$ cat config.mk
export PLATFORM = sky130hd
export DESIGN_NAME = dma_stat_irq_unit
export DESIGN_NICKNAME = d
export VERILOG_FILES = /design/src/rtl/dma_stat_pkg.sv /design/src/rtl/dma_chan_word.sv /design/src/rtl/dma_irq_merge.sv /design/src/rtl/dma_stat_irq_unit.sv
export SDC_FILE = /design/constraint.sdc
export NUM_CORES = 1
export LEC_CHECK = 0
export ABC_AREA = 1
export BUFFER_PORTS_ARGS = -buffer_cell sky130_fd_sc_hd__buf_2
export CAP_MARGIN = 5
export CORE_MARGIN = 2
export CORE_UTILIZATION = 50
export CTS_BUF_LIST = sky130_fd_sc_hd__clkbuf_16
export DETAILED_ROUTE_END_ITERATION = 8
export GPL_ROUTABILITY_DRIVEN = 1
export PLACE_DENSITY = 0.8
export SYNTH_ARGS = -nofsm -noshare
export SYNTH_HDL_FRONTEND = slang
export SYNTH_SLANG_ARGS = --single-unit
$ cat constraint.sdc
create_clock -name clk -period 1.8 [get_ports clk]
set_clock_uncertainty 0.1 [all_clocks]
set_input_delay 0.36 -clock clk [delete_from_list [all_inputs] [get_ports clk]]
set_output_delay 0.36 -clock clk [all_outputs]
set_load 0.02 [all_outputs]
$ cat src/rtl/dma_stat_pkg.sv
// Package: bit positions and masks of the channel control/status word.
// Assumes a 32-bit word; the positions are fixed because software decodes them.
package dma_stat_pkg;
    localparam int WORD_W      = 32;
    localparam int B_BUSERR    = 0;
    localparam int B_START     = 1;
    localparam int B_END       = 2;
    localparam int B_STOP      = 3;
    localparam int B_RAS       = 4;
    localparam int B_REQPEND   = 8;
    localparam int B_EOR       = 9;
    localparam int B_CMP       = 10;
    localparam int B_MASKRUN   = 22;
    localparam int B_RAS_EN    = 23;
    localparam int B_CMP_CLR   = 24;
    localparam int B_CMP_SET   = 25;
    localparam int B_EOR_JMP   = 27;
    localparam int B_EOR_IEN   = 28;
    localparam int B_STOP_IEN  = 29;
    localparam int B_RUN       = 31;

    localparam logic [WORD_W-1:0] KEEP_MASK = 32'h0000_071F;
    localparam logic [WORD_W-1:0] W1C_MASK  = (32'h1 << B_BUSERR) | (32'h1 << B_START)
                                            | (32'h1 << B_END) | (32'h1 << B_EOR);
    localparam logic [WORD_W-1:0] CTRL_MASK = 32'hFC80_0000;
endpackage

$ cat src/rtl/dma_chan_word.sv
// Module: one channel's control/status word.
// Applies software writes (clear-on-one, control copy, compare commands,
// stop rule), then merges engine events, which win over same-cycle clears.
// Also computes the channel's gated interrupt cause. Assumes one-cycle event pulses.
module dma_chan_word
    import dma_stat_pkg::*;
(
    input  logic              clk,
    input  logic              rst_n,
    input  logic              wr_en,
    input  logic [WORD_W-1:0] wdata,
    input  logic              ev_start,
    input  logic              ev_end,
    input  logic              ev_stop,
    input  logic              ev_eor,
    input  logic              ev_ras,
    output logic [WORD_W-1:0] word_o,
    output logic              run_o,
    output logic              cause_o
);
    logic [WORD_W-1:0] word_q;
    logic [WORD_W-1:0] word_d;

    // Next word: software update first, then events set their bits.
    always_comb begin
        word_d = word_q;
        if (wr_en) begin
            word_d = (word_q & KEEP_MASK) & ~(wdata & W1C_MASK);
            word_d = word_d | (wdata & CTRL_MASK);
            if (wdata[B_RUN]) begin
                word_d[B_STOP] = 1'b0;
            end else if (!wdata[B_MASKRUN]) begin
                word_d[B_STOP] = 1'b1;
            end
            if (wdata[B_CMP_CLR]) word_d[B_CMP] = 1'b0;
            if (wdata[B_CMP_SET]) word_d[B_CMP] = 1'b1;
        end
        if (ev_start) word_d[B_START] = 1'b1;
        if (ev_end)   word_d[B_END]   = 1'b1;
        if (ev_stop)  word_d[B_STOP]  = 1'b1;
        if (ev_eor)   word_d[B_EOR]   = 1'b1;
        if (ev_ras)   word_d[B_RAS]   = 1'b1;
    end

    // Word register; reset leaves only stop status set.
    always_ff @(posedge clk) begin
        if (!rst_n) word_q <= WORD_W'(1) << B_STOP;
        else        word_q <= word_d;
    end

    // Gated cause: three enabled causes plus two ungated ones.
    always_comb begin
        cause_o = (word_q[B_STOP] & word_q[B_STOP_IEN])
                | (word_q[B_EOR]  & word_q[B_EOR_IEN])
                | (word_q[B_RAS]  & word_q[B_RAS_EN])
                | word_q[B_START] | word_q[B_END];
    end

    assign word_o = word_q;
    assign run_o  = word_q[B_RUN];

    assert_run_set_R10: assert property (@(posedge clk) disable iff (!rst_n)
        wr_en && wdata[B_RUN] |=> run_o);
    assert_stop_set_R5: assert property (@(posedge clk) disable iff (!rst_n)
        wr_en && !wdata[B_RUN] && !wdata[B_MASKRUN] |=> word_o[B_STOP]);
    assert_cmp_set_wins_R4: assert property (@(posedge clk) disable iff (!rst_n)
        wr_en && wdata[B_CMP_SET] |=> word_o[B_CMP]);
    assert_event_wins_R7: assert property (@(posedge clk) disable iff (!rst_n)
        ev_end |=> word_o[B_END]);
    assert_idle_hold_R2: assert property (@(posedge clk) disable iff (!rst_n)
        !wr_en && !ev_start && !ev_end && !ev_stop && !ev_eor && !ev_ras
        |=> $stable(word_o));
endmodule

$ cat src/rtl/dma_irq_merge.sv
// Module: registers the OR of all channel cause bits into one level interrupt.
// Assumes the causes come from registered state, so one flop gives a clean line.
module dma_irq_merge #(
    parameter int NUM_CH = 4
) (
    input  logic              clk,
    input  logic              rst_n,
    input  logic [NUM_CH-1:0] cause_i,
    output logic              irq_o
);
    // Interrupt flop: follows any cause one cycle later.
    always_ff @(posedge clk) begin
        if (!rst_n) irq_o <= 1'b0;
        else        irq_o <= |cause_i;
    end

    assert_irq_lag_R9: assert property (@(posedge clk) disable iff (!rst_n)
        1'b1 |=> (irq_o == $past(|cause_i)));
endmodule

$ cat src/rtl/dma_stat_irq_unit.sv
// Module: top of the DMA channel status and interrupt unit.
// Channel n sits at byte offset 4*n and the summary at SUMM_OFF. Assumes
// full-word accesses and NUM_CH <= 32, so the channels stay below SUMM_OFF.
module dma_stat_irq_unit
    import dma_stat_pkg::*;
#(
    parameter int NUM_CH = 4,
    parameter int ADDR_W = 8
) (
    input  logic              clk,
    input  logic              rst_n,
    input  logic [ADDR_W-1:0] reg_addr,
    input  logic              reg_wen,
    input  logic [31:0]       reg_wdata,
    output logic [31:0]       reg_rdata,
    input  logic [NUM_CH-1:0] ev_start,
    input  logic [NUM_CH-1:0] ev_end,
    input  logic [NUM_CH-1:0] ev_stop,
    input  logic [NUM_CH-1:0] ev_eor,
    input  logic [NUM_CH-1:0] ev_ras,
    input  logic [NUM_CH-1:0] req_active,
    output logic [NUM_CH-1:0] run_o,
    output logic [NUM_CH-1:0] summary_o,
    output logic              irq_o
);
    localparam logic [ADDR_W-1:0] SUMM_OFF = ADDR_W'('hF0);

    logic [NUM_CH-1:0][WORD_W-1:0] words;
    logic [NUM_CH-1:0]             wr_sel;

    genvar g;
    generate
        for (g = 0; g < NUM_CH; g++) begin : g_chan
            // Write decode for this channel's word offset.
            assign wr_sel[g] = reg_wen && (reg_addr == ADDR_W'(4 * g));

            dma_chan_word u_word (
                .clk      (clk),
                .rst_n    (rst_n),
                .wr_en    (wr_sel[g]),
                .wdata    (reg_wdata),
                .ev_start (ev_start[g]),
                .ev_end   (ev_end[g]),
                .ev_stop  (ev_stop[g]),
                .ev_eor   (ev_eor[g]),
                .ev_ras   (ev_ras[g]),
                .word_o   (words[g]),
                .run_o    (run_o[g]),
                .cause_o  (summary_o[g])
            );
        end
    endgenerate

    dma_irq_merge #(.NUM_CH(NUM_CH)) u_merge (
        .clk     (clk),
        .rst_n   (rst_n),
        .cause_i (summary_o),
        .irq_o   (irq_o)
    );

    // Read mux: channel words with live request bit, summary, else zero.
    always_comb begin
        reg_rdata = '0;
        if (reg_addr == SUMM_OFF) reg_rdata = 32'(summary_o);
        for (int i = 0; i < NUM_CH; i++) begin
            if (reg_addr == ADDR_W'(4 * i)) begin
                reg_rdata = words[i];
                reg_rdata[B_REQPEND] = req_active[i];
            end
        end
    end

    assert_wsel_onehot_R3: assert property (@(posedge clk) disable iff (!rst_n)
        $onehot0(wr_sel));
endmodule

After elaboration in Yosys (flattened, before gate mapping)
Cells that the tools add are included.
- flip-flop bits (word level): 129
- latch bits: 0
- memories kept: 0
- memory bits (read-only): 0
- output and inout port bits: 41
- RAM bits: 0
- word-level logic and storage cells: 134
- bits of input ports: 67
- multipliers: 0
- equality and inequality tests: 4
- order comparisons: 0
- div/mod/pow operators: 0
- shift operators: 0
- multiplexer cells: 41
- $add $sub $neg: 0
- bitwise gates (word level): 38
- reduce and logical (&&, ||, !) cells: 26
- operator list (cell ; number):
    $and 11x32->32 ; 4
    $mux 32 ; 4
    $or 32x32->32 ; 4
    $mux 10 ; 4
    $mux 1 ; 32
    $not 10->32 ; 1
    $reduce_bool 2->1 ; 16
    $eq 8x4->1 const B ; 2
    $or 1x1->1 ; 16
    $and 1x1->1 ; 12
    $eq 8x3->1 const B ; 1
    $eq 8x8->1 const B ; 1
    $logic_not 8->1 ; 1
    $reduce_or 2->1 ; 4
    $logic_and 1x1->1 ; 4
    $mux 4 ; 1
    $reduce_or 4->1 ; 1
    $not 1->1 ; 1

Longest topological paths before layout
- word-level depth: 10
- depth in mapped cells: 9
- depth with buffers taken out: 9

Modules after synthesis
A second synthesis with hierarchy kept.
- cells, all modules: 603
- area total of the unflattened synthesis: 3908.7 um^2
- modules (own cells, without submodules) (module ; area each (um^2) ; cells each ; seq. area each (um^2) ; instances):
    dma_chan_word ; 679.4 ; 90 ; 280.3 ; 4
    dma_stat_irq_unit ; 1154.9 ; 238 ; 0.0 ; 1
    dma_irq_merge ; 36.3 ; 5 ; 20.0 ; 1

Least setup slack after synthesis
Ideal clock, no wire load.
- path type: input-to-output
- start: input reg_addr[7]
- end: output reg_rdata[27]
- data required time: 1340 ps
- slack: 76 ps
- stages on the path: 6
- arrival time: 1264 ps
- buffers on the path: 1
- cells stage by stage: nor2_2 > nand2_4 > nor2_4 > buf_2 > nand2_1 > nand4_1
- word-level cells in the longest chain between the ends: 5
- elaborated cells between the ends (all ways): 8
- those cells by class: 3 x eq/ne; 4 x mux; 1 x reduce/logical
- ends and longest elaborated chain (element ; RTL line ; RTL):
    start: declaration ; dma_stat_irq_unit.sv:12 ; input logic [ADDR_W-1:0] reg_addr,
    $logic_not 8->1 ; dma_stat_irq_unit.sv:66 ; if (reg_addr == ADDR_W'(4 * i)) begin
    $mux 32 (3 in a row) ; dma_stat_irq_unit.sv:66 ;
    $mux 32 (*) ; dma_stat_irq_unit.sv:66 ;
    end: declaration ; dma_stat_irq_unit.sv:15 ; output logic [31:0] reg_rdata,
Mark *: on every way between the ends. The rest lies on a longest branch, timed or not.

Worst setup path after layout
- start: input reg_addr[0]
- end: output reg_rdata[28]
Same word-level chain as after synthesis.

==> summary.md <==
| Metric | Value |
|---|---|
| Die area | between 6000 and 7000 µm² |
| Failing checks | setup timing |
| Initial Util | around half |
| Initial antenna violation count | 0 |
| First-pass GRT wire length | roughly 14000 µm |
| Via density | around 5.1 |
| GRT busiest layer | met2 |
| Row cnt | 28 |
| Die height | between 80 and 90 µm |
| Leading area contributor after synthesis | dfxtp_1 |
| Skew-Pair Late Insertion Delay | roughly 0.32 ns |
| Critical path launch point type | input pin |
| Placed cell areas | approximately 3600 µm² |
| Cells after DPL | 612 |
| H-tree depth | 3 |
| Met3 GRT Util | ~7.0% |
| PD cells | approximately 800 nW/µm² |
| # setup viols final | 15 |
| Period utilization | 103.9% |
| Final WL | roughly 9000 µm |
| Final Hold Viols | 0 |
| Layout area overhead | 38.92% |
| Total CTS buffers | 9 |
| GPL Wtd Cong | approximately 0.86 |
| FF+latch count, synth | 57 |
| Crit path capture type | primary output |
| Final worst slack | -0.07071 ns |
| Layout cells sized above 1 | 36.17% |
| Vias | roughly 3300 |
| Outcome | finished, violations left |
| Nets | approximately 630 |
| Top post-synthesis cells by area | dfxtp_1 (37%), nand2_1 (16%), nor2_1 (9.7%) |
| Hold slack | 0.1401 ns |
| Final min period | ~1.9 ns |
| # diodes | 0 |
| CTS Sinks | 57 |
| Maximum root-to-sink buffer count | 2 |
| Vias in the first global route | 3049 |
| Fill cell count | roughly 480 |
| Post-DRT Antenna Nets | 0 |
| Port bufs | 72 |
| HPWL Detailed | 5980 µm |
| Largest net degree at the start of global routing | 29 |
| Critical Path RT | around 1.3 ns |
| Post-synth cell types | 24 |
| Pleak | 2.093 nW |
| Drt first pass iters | 4 |
| Max cap viols | 0 |
| Fmax | about 0.53 GHz |
| Met2 usage | 48.21% |
| Unrepaired setup endpoints after global routing | yes |
| TritonCTS clock tree | yes |
| Core box area | a little under 6000 µm² |
| Routed len/inst | between 10 and 15 µm |
| Sequential cell area fraction in the yosys report | a little under two fifths |
| Gr usage total | approximately 27% |
| CP max FO | 14 |
| Met1 Use GR | a little under a third |
| DRC | 0 |
| Top Ports | 108 |
| Clk root buf | clkbuf_16 |
| Max VDD drop | around 0.00090 V |
| Die extent in x | about 80 µm |
| Post-cts hold buffer count | 0 |
| Fin cells | roughly 640 |
| Critical Path AT | 1.41 ns |
| Share of the synthesized area in the top cell type | a little under two fifths |
| Max Slew Vio Count | 0 |
| Post-Syn Instances | 460 |
| Avg Cell Area, Syn | 6.640 µm² |
| Worst min path class | in -> reg |
| DR iter-0 viols | slightly below 200 |
| Post-route cell area | about 4200 µm² |
| Remaining global-route overflow | 0 |
| CP Class | in -> out |
| Warnings, synthesis | 0 |
| Synth Cell Area | around 3100 µm² |
| Reg clk slew, reported paths | 0.05 ns |
## placed cells by master, fill, tap and decap left out, drive strengths merged, types with 6 or more instances in the layout
cell type,count
a21oi,20
conb,17
nand3,20
buf,112
dfxtp,57
o21ai,32
nor2,87
nand2,139
clkbuf,9
inv,44
nand4,13
clkinv,6
## cells by family (layout without fill, tap and decap cells)
family | count (synthesis) | count (layout) | share of synthesized area [%]
AO/OA/AOI/OAI | 56 | 56 | 10.28
buffers and inverters | 88 | 175 | 15.49
flip-flops | 57 | 57 | 37.36
other | 1 | 17 | 0.1228
AND/OR/NAND/NOR | 258 | 259 | 36.75
## worst max-delay path, cell delays in order
cell     delay, ns
buf_6         0.10
nor2_4        0.16
buf_6         0.13
nand2_2       0.06
nor2_4        0.10
buf_12        0.16
nand2_1       0.06
nand4_1       0.13
buf_6         0.14
## metal layers
layer  vias up  routed length [µm]
li1       1594                   -
met1      1510                3646
met2       131                4474
met3        21                 530
met4         0                 193
met5         -                   0
## synth_stat cells (all sizes together)
library cell and count:
nor2 86, nand4 13, nand2 139, a21oi 20, nand3 20, clkinv 4, o21ai 32, inv 43
buf 33, clkbuf 8, o211ai 4, conb 1, dfxtp 57
## what timing repair did
| action | in CTS | in global routing |
|---|---|---|
| buffers inserted | 8 | 2 |
| pin swaps | 33 | 19 |
| cloned | 1 | 0 |
| resized for setup | 74 | 23 |
| setup endpoints to repair | 15 | 15 |
## final cells by class
cell class | count | area, µm² | share of cell area (%)
repair buffers | 112 | 873.3 | 20.58
clock buffers | 9 | 225.2 | 5.308
inverters | 47 | 181.4 | 4.276
clock inverters | 7 | 86.33 | 2.035
flip-flops and latches | 57 | 1165 | 27.46
multi-input cells | 332 | 1618 | 38.13
well taps | 75 | 93.84 | 2.212
## stage by stage
| stage | setup slack (ns) | setup TNS [ns] | total power, mW | util, % |
|---|---|---|---|---|
| floorplan | 0.07623 | 0 | 1.533 | - |
| finish | -0.07071 | -0.5738 | 3.421 | 71.66 |
| detailed placement | -0.1857 | -2.236 | 1.611 | 60.84 |
| global placement | -0.1506 | -1.764 | 1.604 | 60.84 |
| CTS | -0.07563 | -0.5070 | 3.410 | 70.60 |
| global route | -0.1427 | -1.561 | 3.520 | 71.66 |
## flip-flops by register name (all words and copies together) (netlist names)
signal                flops
u_merge.irq_o             1
g_chan.u_word.word_o     56
## report_power, final
part           internal [mW]  switching [mW]  total [mW]
logic                  0.128           0.203       0.330
clock network           1.19           0.577        1.77
registers               1.30          0.0235        1.32
total                   2.62           0.803        3.42
## final timing paths
kind / start / end / slack (ns) / depth (start not counted)
setup reg to reg: g_chan[3].u_word.word_o[23] / u_merge.irq_o / 0.75 / 7
hold reg to reg: g_chan[2].u_word.word_o[0] / g_chan[2].u_word.word_o[0] / 0.35 / 2
hold / removal: ev_ras[0] / g_chan[0].u_word.word_o[4] / 0.14 / 3
setup / recovery: reg_addr[0] / reg_rdata[28] / -0.07 / 9
(Power assumes the default switching activity.)
